### src/rtl/i2c_srx_pkg.sv
package i2c_srx_pkg;
    localparam int BYTE_W = 8;
    localparam int ADDR_W = 7;
    localparam int CNT_W  = $clog2(BYTE_W + 1);

    typedef enum logic [1:0] {
        PH_IDLE = 2'd0,
        PH_ADDR = 2'd1,
        PH_DATA = 2'd2,
        PH_SKIP = 2'd3
    } phase_e;

    typedef struct packed {
        logic scl;
        logic sda;
        logic scl_rise;
        logic scl_fall;
        logic start;
        logic stop;
    } bus_ev_t;

    function automatic logic frame_hits(input logic [BYTE_W-1:0] frame,
                                        input logic [ADDR_W-1:0] own);
        return (frame[BYTE_W-1:1] == own) && !frame[0];
    endfunction
endpackage

### src/rtl/i2c_srx_sync.sv
module i2c_srx_sync
    import i2c_srx_pkg::*;
#(
    parameter int STAGES = 2
) (
    input  logic    clk,
    input  logic    rst,
    input  logic    scl_i,
    input  logic    sda_i,
    output bus_ev_t ev
);
    logic [STAGES-1:0] scl_pipe, sda_pipe;
    logic              scl_q, sda_q;

    generate
        if (STAGES == 1) begin : g_single
            always_ff @(posedge clk) begin
                if (rst) begin
                    scl_pipe <= '1;
                    sda_pipe <= '1;
                end else begin
                    scl_pipe <= scl_i;
                    sda_pipe <= sda_i;
                end
            end
        end else begin : g_chain
            always_ff @(posedge clk) begin
                if (rst) begin
                    scl_pipe <= '1;
                    sda_pipe <= '1;
                end else begin
                    scl_pipe <= {scl_pipe[STAGES-2:0], scl_i};
                    sda_pipe <= {sda_pipe[STAGES-2:0], sda_i};
                end
            end
        end
    endgenerate

    always_ff @(posedge clk) begin
        if (rst) begin
            scl_q <= 1'b1;
            sda_q <= 1'b1;
        end else begin
            scl_q <= scl_pipe[STAGES-1];
            sda_q <= sda_pipe[STAGES-1];
        end
    end

    always_comb begin
        ev.scl      = scl_pipe[STAGES-1];
        ev.sda      = sda_pipe[STAGES-1];
        ev.scl_rise = ev.scl && !scl_q;
        ev.scl_fall = !ev.scl && scl_q;
        ev.start    = ev.scl && scl_q && sda_q && !ev.sda;
        ev.stop     = ev.scl && scl_q && !sda_q && ev.sda;
    end
endmodule

### src/rtl/i2c_srx_frame.sv
module i2c_srx_frame
    import i2c_srx_pkg::*;
(
    input  logic              clk,
    input  logic              rst,
    input  logic              en,
    input  bus_ev_t           ev,
    input  logic [ADDR_W-1:0] own_addr,
    input  logic              byte_waiting,
    output logic              bus_busy,
    output logic              addressed,
    output logic              sda_pull,
    output logic              scl_pull,
    output logic              byte_done,
    output logic [BYTE_W-1:0] byte_val,
    output logic              addr_ok
);
    phase_e            phase;
    logic [CNT_W-1:0]  bitcnt;
    logic [BYTE_W-1:0] shreg;
    logic              in_ack;
    logic              active;
    logic              frame_end;

    assign active    = (phase == PH_ADDR) || (phase == PH_DATA);
    assign frame_end = ev.scl_fall && !in_ack && (bitcnt == CNT_W'(BYTE_W));

    always_ff @(posedge clk) begin
        if (rst || !en) begin
            phase     <= PH_IDLE;
            bitcnt    <= '0;
            shreg     <= '0;
            in_ack    <= 1'b0;
            bus_busy  <= 1'b0;
            addressed <= 1'b0;
            sda_pull  <= 1'b0;
            scl_pull  <= 1'b0;
            byte_done <= 1'b0;
            byte_val  <= '0;
            addr_ok   <= 1'b0;
        end else begin
            byte_done <= 1'b0;
            addr_ok   <= 1'b0;
            if (ev.start) begin
                bus_busy  <= 1'b1;
                phase     <= PH_ADDR;
                bitcnt    <= '0;
                in_ack    <= 1'b0;
                addressed <= 1'b0;
                sda_pull  <= 1'b0;
            end else if (ev.stop) begin
                bus_busy  <= 1'b0;
                phase     <= PH_IDLE;
                bitcnt    <= '0;
                in_ack    <= 1'b0;
                addressed <= 1'b0;
                sda_pull  <= 1'b0;
            end else if (active) begin
                if (ev.scl_rise && !in_ack && bitcnt < CNT_W'(BYTE_W)) begin
                    shreg  <= {shreg[BYTE_W-2:0], ev.sda};
                    bitcnt <= bitcnt + 1'b1;
                end else if (frame_end) begin
                    if (phase == PH_ADDR) begin
                        if (frame_hits(shreg, own_addr)) begin
                            in_ack    <= 1'b1;
                            sda_pull  <= 1'b1;
                            addr_ok   <= 1'b1;
                            addressed <= 1'b1;
                        end else begin
                            phase  <= PH_SKIP;
                            bitcnt <= '0;
                        end
                    end else begin
                        in_ack    <= 1'b1;
                        sda_pull  <= 1'b1;
                        byte_done <= 1'b1;
                        byte_val  <= shreg;
                    end
                end else if (ev.scl_fall && in_ack) begin
                    in_ack   <= 1'b0;
                    sda_pull <= 1'b0;
                    bitcnt   <= '0;
                    if (phase == PH_ADDR) phase <= PH_DATA;
                    if (phase == PH_DATA && byte_waiting) scl_pull <= 1'b1;
                end
            end
            if (scl_pull && !byte_waiting) scl_pull <= 1'b0;
        end
    end

    AST_START_SETS_BUSY: assert property (@(posedge clk) disable iff (rst || !en)
        ev.start |=> bus_busy);
    AST_STOP_CLEARS_BUSY: assert property (@(posedge clk) disable iff (rst || !en)
        ev.stop |=> !bus_busy);
    AST_SKIP_NO_ACK: assert property (@(posedge clk) disable iff (rst)
        (phase == PH_SKIP) |-> !sda_pull);
endmodule

### src/rtl/i2c_srx_regs.sv
module i2c_srx_regs
    import i2c_srx_pkg::*;
(
    input  logic              clk,
    input  logic              rst,
    input  logic              byte_done,
    input  logic [BYTE_W-1:0] byte_val,
    input  logic              addr_ok,
    input  logic              rd_strobe,
    input  logic              irq_clr,
    output logic [BYTE_W-1:0] data_q,
    output logic              rx_full,
    output logic              byte_waiting,
    output logic              irq_flag
);
    logic [BYTE_W-1:0] held_byte;

    always_ff @(posedge clk) begin
        if (rst) begin
            data_q       <= '0;
            held_byte    <= '0;
            rx_full      <= 1'b0;
            byte_waiting <= 1'b0;
        end else if (byte_done) begin
            if (rx_full && !rd_strobe) begin
                byte_waiting <= 1'b1;
                held_byte    <= byte_val;
            end else begin
                data_q  <= byte_val;
                rx_full <= 1'b1;
            end
        end else if (rd_strobe) begin
            if (byte_waiting) begin
                data_q       <= held_byte;
                rx_full      <= 1'b1;
                byte_waiting <= 1'b0;
            end else begin
                rx_full <= 1'b0;
            end
        end
    end

    always_ff @(posedge clk) begin
        if (rst)                      irq_flag <= 1'b0;
        else if (byte_done || addr_ok) irq_flag <= 1'b1;
        else if (irq_clr)             irq_flag <= 1'b0;
    end

    AST_READ_EMPTIES: assert property (@(posedge clk) disable iff (rst)
        (rd_strobe && rx_full && !byte_waiting && !byte_done) |=> !rx_full);
    AST_FLAG_STICKY: assert property (@(posedge clk) disable iff (rst)
        (irq_flag && !irq_clr) |=> irq_flag);
    AST_WAIT_NEEDS_FULL: assert property (@(posedge clk) disable iff (rst)
        byte_waiting |-> rx_full);
endmodule

### src/rtl/i2c_slave_rx.sv
module i2c_slave_rx
    import i2c_srx_pkg::*;
#(
    parameter int SYNC_STAGES = 2
) (
    input  logic              clk,
    input  logic              rst,
    input  logic              en,
    input  logic              irq_en,
    input  logic [ADDR_W-1:0] own_addr,
    input  logic              scl_in,
    input  logic              sda_in,
    output logic              scl_pull,
    output logic              sda_pull,
    input  logic              rd_strobe,
    output logic [BYTE_W-1:0] rd_data,
    input  logic              irq_clr,
    output logic              irq_flag,
    output logic              irq,
    output logic              rx_full,
    output logic              bus_busy,
    output logic              addressed
);
    bus_ev_t           ev;
    logic              byte_done, addr_ok, byte_waiting;
    logic [BYTE_W-1:0] byte_val;

    i2c_srx_sync #(.STAGES(SYNC_STAGES)) u_sync (
        .clk(clk), .rst(rst), .scl_i(scl_in), .sda_i(sda_in), .ev(ev)
    );

    i2c_srx_frame u_frame (
        .clk(clk), .rst(rst), .en(en), .ev(ev), .own_addr(own_addr),
        .byte_waiting(byte_waiting), .bus_busy(bus_busy), .addressed(addressed),
        .sda_pull(sda_pull), .scl_pull(scl_pull), .byte_done(byte_done),
        .byte_val(byte_val), .addr_ok(addr_ok)
    );

    i2c_srx_regs u_regs (
        .clk(clk), .rst(rst), .byte_done(byte_done), .byte_val(byte_val),
        .addr_ok(addr_ok), .rd_strobe(rd_strobe), .irq_clr(irq_clr),
        .data_q(rd_data), .rx_full(rx_full), .byte_waiting(byte_waiting),
        .irq_flag(irq_flag)
    );

    assign irq = irq_flag && irq_en;

    AST_OFF_RELEASED: assert property (@(posedge clk) disable iff (rst)
        !en |=> (!sda_pull && !scl_pull && !bus_busy));
    AST_HOLD_ONLY_FULL: assert property (@(posedge clk) disable iff (rst)
        scl_pull |-> rx_full);
endmodule

### config.mk
export PLATFORM = sky130hd
export DESIGN_NAME = i2c_slave_rx
export DESIGN_NICKNAME = d
export VERILOG_FILES = /design/src/rtl/i2c_srx_pkg.sv /design/src/rtl/i2c_srx_sync.sv /design/src/rtl/i2c_srx_frame.sv /design/src/rtl/i2c_srx_regs.sv /design/src/rtl/i2c_slave_rx.sv
export SDC_FILE = /design/constraint.sdc
export NUM_CORES = 1
export LEC_CHECK = 0
export ABC_AREA = 1
export BUFFER_PORTS_ARGS = -buffer_cell sky130_fd_sc_hd__buf_2
export CAP_MARGIN = 20
export CORE_ASPECT_RATIO = 0.75
export CORE_MARGIN = 8
export CORE_UTILIZATION = 30
export DETAILED_ROUTE_END_ITERATION = 8
export PLACE_DENSITY_LB_ADDON = 0.08
export SLEW_MARGIN = 20
export SYNTH_ARGS = -nofsm -noshare
export SYNTH_HDL_FRONTEND = slang
export SYNTH_HIERARCHICAL = 1
export SYNTH_SLANG_ARGS = --single-unit
### constraint.sdc
create_clock -name clk -period 1.77 [get_ports clk]
set_input_delay 0.2655 -clock clk [delete_from_list [all_inputs] [get_ports clk]]
set_output_delay 0.2655 -clock clk [all_outputs]
set_load 0.05 [all_outputs]
==> flow_summary.toml <==
[placement]
gp_congestion = 0.789
dp_cells = 476
hpwl_um = 4020
numPortBuffers = 29

[layout]
final_cells = 485
fin_nets = 399
n_antenna_cell = 0
drive_gt1_share_pct = 18.2
fillers = 892
syn_to_final_growth_pct = 13.6

[sta]
max_slew.worst_pin.slew_ns = 0.301
fmax_ghz = 0.608
finalSetupViolCount = 0
slew-limit-headroom_pct = 79.8
hold_viol = 0
holdWs_ns = 0.142
finalCritPeriodShare_pct = 93.0
slew_viol_final = 0
post-route-min-period_ns = 1.65
finalSetupTns_ns = 0
skew_ns = 0.00498
rsz0062_at_grt = "true"

[critical_path]
crit_required_ns = 1.96
worstRegToRegCells = 10
end_kind = "register"
r2r_start = "u_frame/bitcnt[0]"
worst_r2r_endpoint = "u_frame/phase[0]"
crit_type = "register to register"
r2r_setup_slack_ns = 0.12
cp-start-kind = "register"
cp-startpoint = "u_frame/bitcnt[0]"
worstPathMaxFanout = 8
crit_arrival_ns = 1.84
crit_end = "u_frame/phase[0]"

[drt]
antenna_left = 0
num_vias = 2010
drc_errors = 0
wl_um = 5420
drt_iter0_markers = 144
post_drt_wl_per_cell_um = 11.2
via_per_inst = 4.14
dr.pass1.iters = 4

[global_routing]
grt_pass1_wl_um = 9000
grt_pass1_vias = 1832
antenna_found_initial = 0
grt_overflow = 0
grt_max_degree = 20
grt_usage_pct = 9.73

[floorplan]
start_util_pct = 31.2
die_height_um = 94.9
core_um2 = 7990
num_io_pins = 30
die-area_um2 = 11500
die_w_um = 121
rows = 28

[synth]
yosysWarnings = 6
syn_area_um2 = 2490
postSynthAreaPerCell_um2 = 7.16
synthCells = 348
synthesis.nets = 368

[clocking]
clk_path_buf_depth = 2
insertion_delay_ns = 0.29
cts.sink_count = 53
clk_pin_slew_ns = 0.09
cts_tree = "done"
cts.htree.levels = 2
clock-root-buffer = "clkbuf_8"
cts_buffers = 5

[power]
irDropWorstVdd_mv = 0.405
power_density_nw_per_um2 = 692
p_leak_nw = 1.38

[run]
timing.max_cap.violations = 0

[run_status]
status = "complete, no violations"

[worst_hold_path]
hp-start = "scl_in"
hold_class = "input pin to register"
-- power by group --
part           switching [W]  total [W]  internal (W)
sequential        0.00000340    0.00120       0.00120
clock               0.000376   0.000659      0.000282
combinational      0.0000649  0.0000998     0.0000349
total               0.000445    0.00196       0.00152
-- worst min path at each step --
stage | slack [ns] | cells past startpoint | end
after floorplan | 0.33 | 1 | u_regs/irq_flag
after global placement | 0.39 | 1 | u_sync/sda_pipe[1]
after detailed placement | 0.39 | 1 | u_sync/scl_pipe[1]
after CTS | 0.12 | 2 | u_sync/scl_pipe[0]
after global routing | 0.12 | 2 | u_sync/scl_pipe[0]
final | 0.14 | 2 | u_sync/scl_pipe[0]
-- metal layers --
metal | wire length [µm] | global-route usage (%)
met1 | 3090 | 14.4
met2 | 1970 | 13.0
met3 | 334 | 3.10
met4 | 22 | 2.46
met5 | 0 | 0
-- critical path, cell delays in order, from the launching register on --
cell and delay [ns]:
dfxtp_1 0.34, inv_1 0.11, ha_2 0.21, nand3_2 0.09
nor3_4 0.24, buf_4 0.16, nand3_4 0.12, nand3_1 0.11
nand2_1 0.05, nor2_1 0.08, nor2_1 0.04
-- area by class of cell --
class,instances,area (µm²),area share (%)
Timing Repair Buffer,34,183,6.45
Clock buffer,8,80.1,2.83
Tap cell,105,131,4.64
Inverter,60,225,7.96
Multi-Input combinational cell,225,1150,40.6
Sequential cell,53,1060,37.5
-- stage by stage --
| stage | total power (W) | cell area (µm²) | worst slack (ns) | util (%) |
|---|---|---|---|---|
| 5_1_grt | 0.00207 | 2830 | -0.0297 | 35.4 |
| 4_1_cts | 0.00201 | 2790 | 0.0974 | 34.9 |
| 6_report | 0.00196 | 2830 | 0.125 | 35.4 |
| 3_5_place_dp | 0.00133 | 2710 | 0.121 | 33.9 |
| 2_1_floorplan | 0.00129 | 2490 | 0.198 | - |
| 3_3_place_gp | 0.00133 | 2710 | 0.101 | 33.9 |
-- what timing repair did --
| action | in CTS | in global routing |
|---|---|---|
| gates resized for setup | 0 | 7 |
| setup buffers | 0 | 1 |
| hold buffers | 0 | 0 |
| setup endpoints to repair | 0 | 12 |
-- cells in the final DEF (no fill, tap or decap) --
master / instances
o21ai_1: 6
ha_2: 1
nor2_8: 1
nor2_4: 1
clkbuf_8: 5
nand2_2: 2
a21oi_1: 23
inv_1: 53
inv_2: 7
or2_1: 4
nor3_4: 1
nand2_1: 82
a31oi_1: 1
nand4_1: 3
buf_2: 29
nand3_4: 3
ha_1: 4
nor3_1: 2
nand3_2: 3
nor2_1: 45
dfxtp_1: 53
xor2_1: 1
o21ai_2: 2
a21oi_2: 3
nand3_1: 5
o21ai_0: 26
clkbuf_1: 3
nand2_4: 3
buf_4: 5
nor2_2: 3
-- state kept, by name (all words and copies together) (netlist names), 2 cells and up --
name / cells
u_frame/byte_val: 8
u_frame/shreg: 8
u_regs/data_q: 8
u_regs/held_byte: 8
u_frame/bitcnt: 4
u_frame/phase: 2
u_sync/scl_pipe: 2
u_sync/sda_pipe: 2
Power figures use the tool's default switching activity.
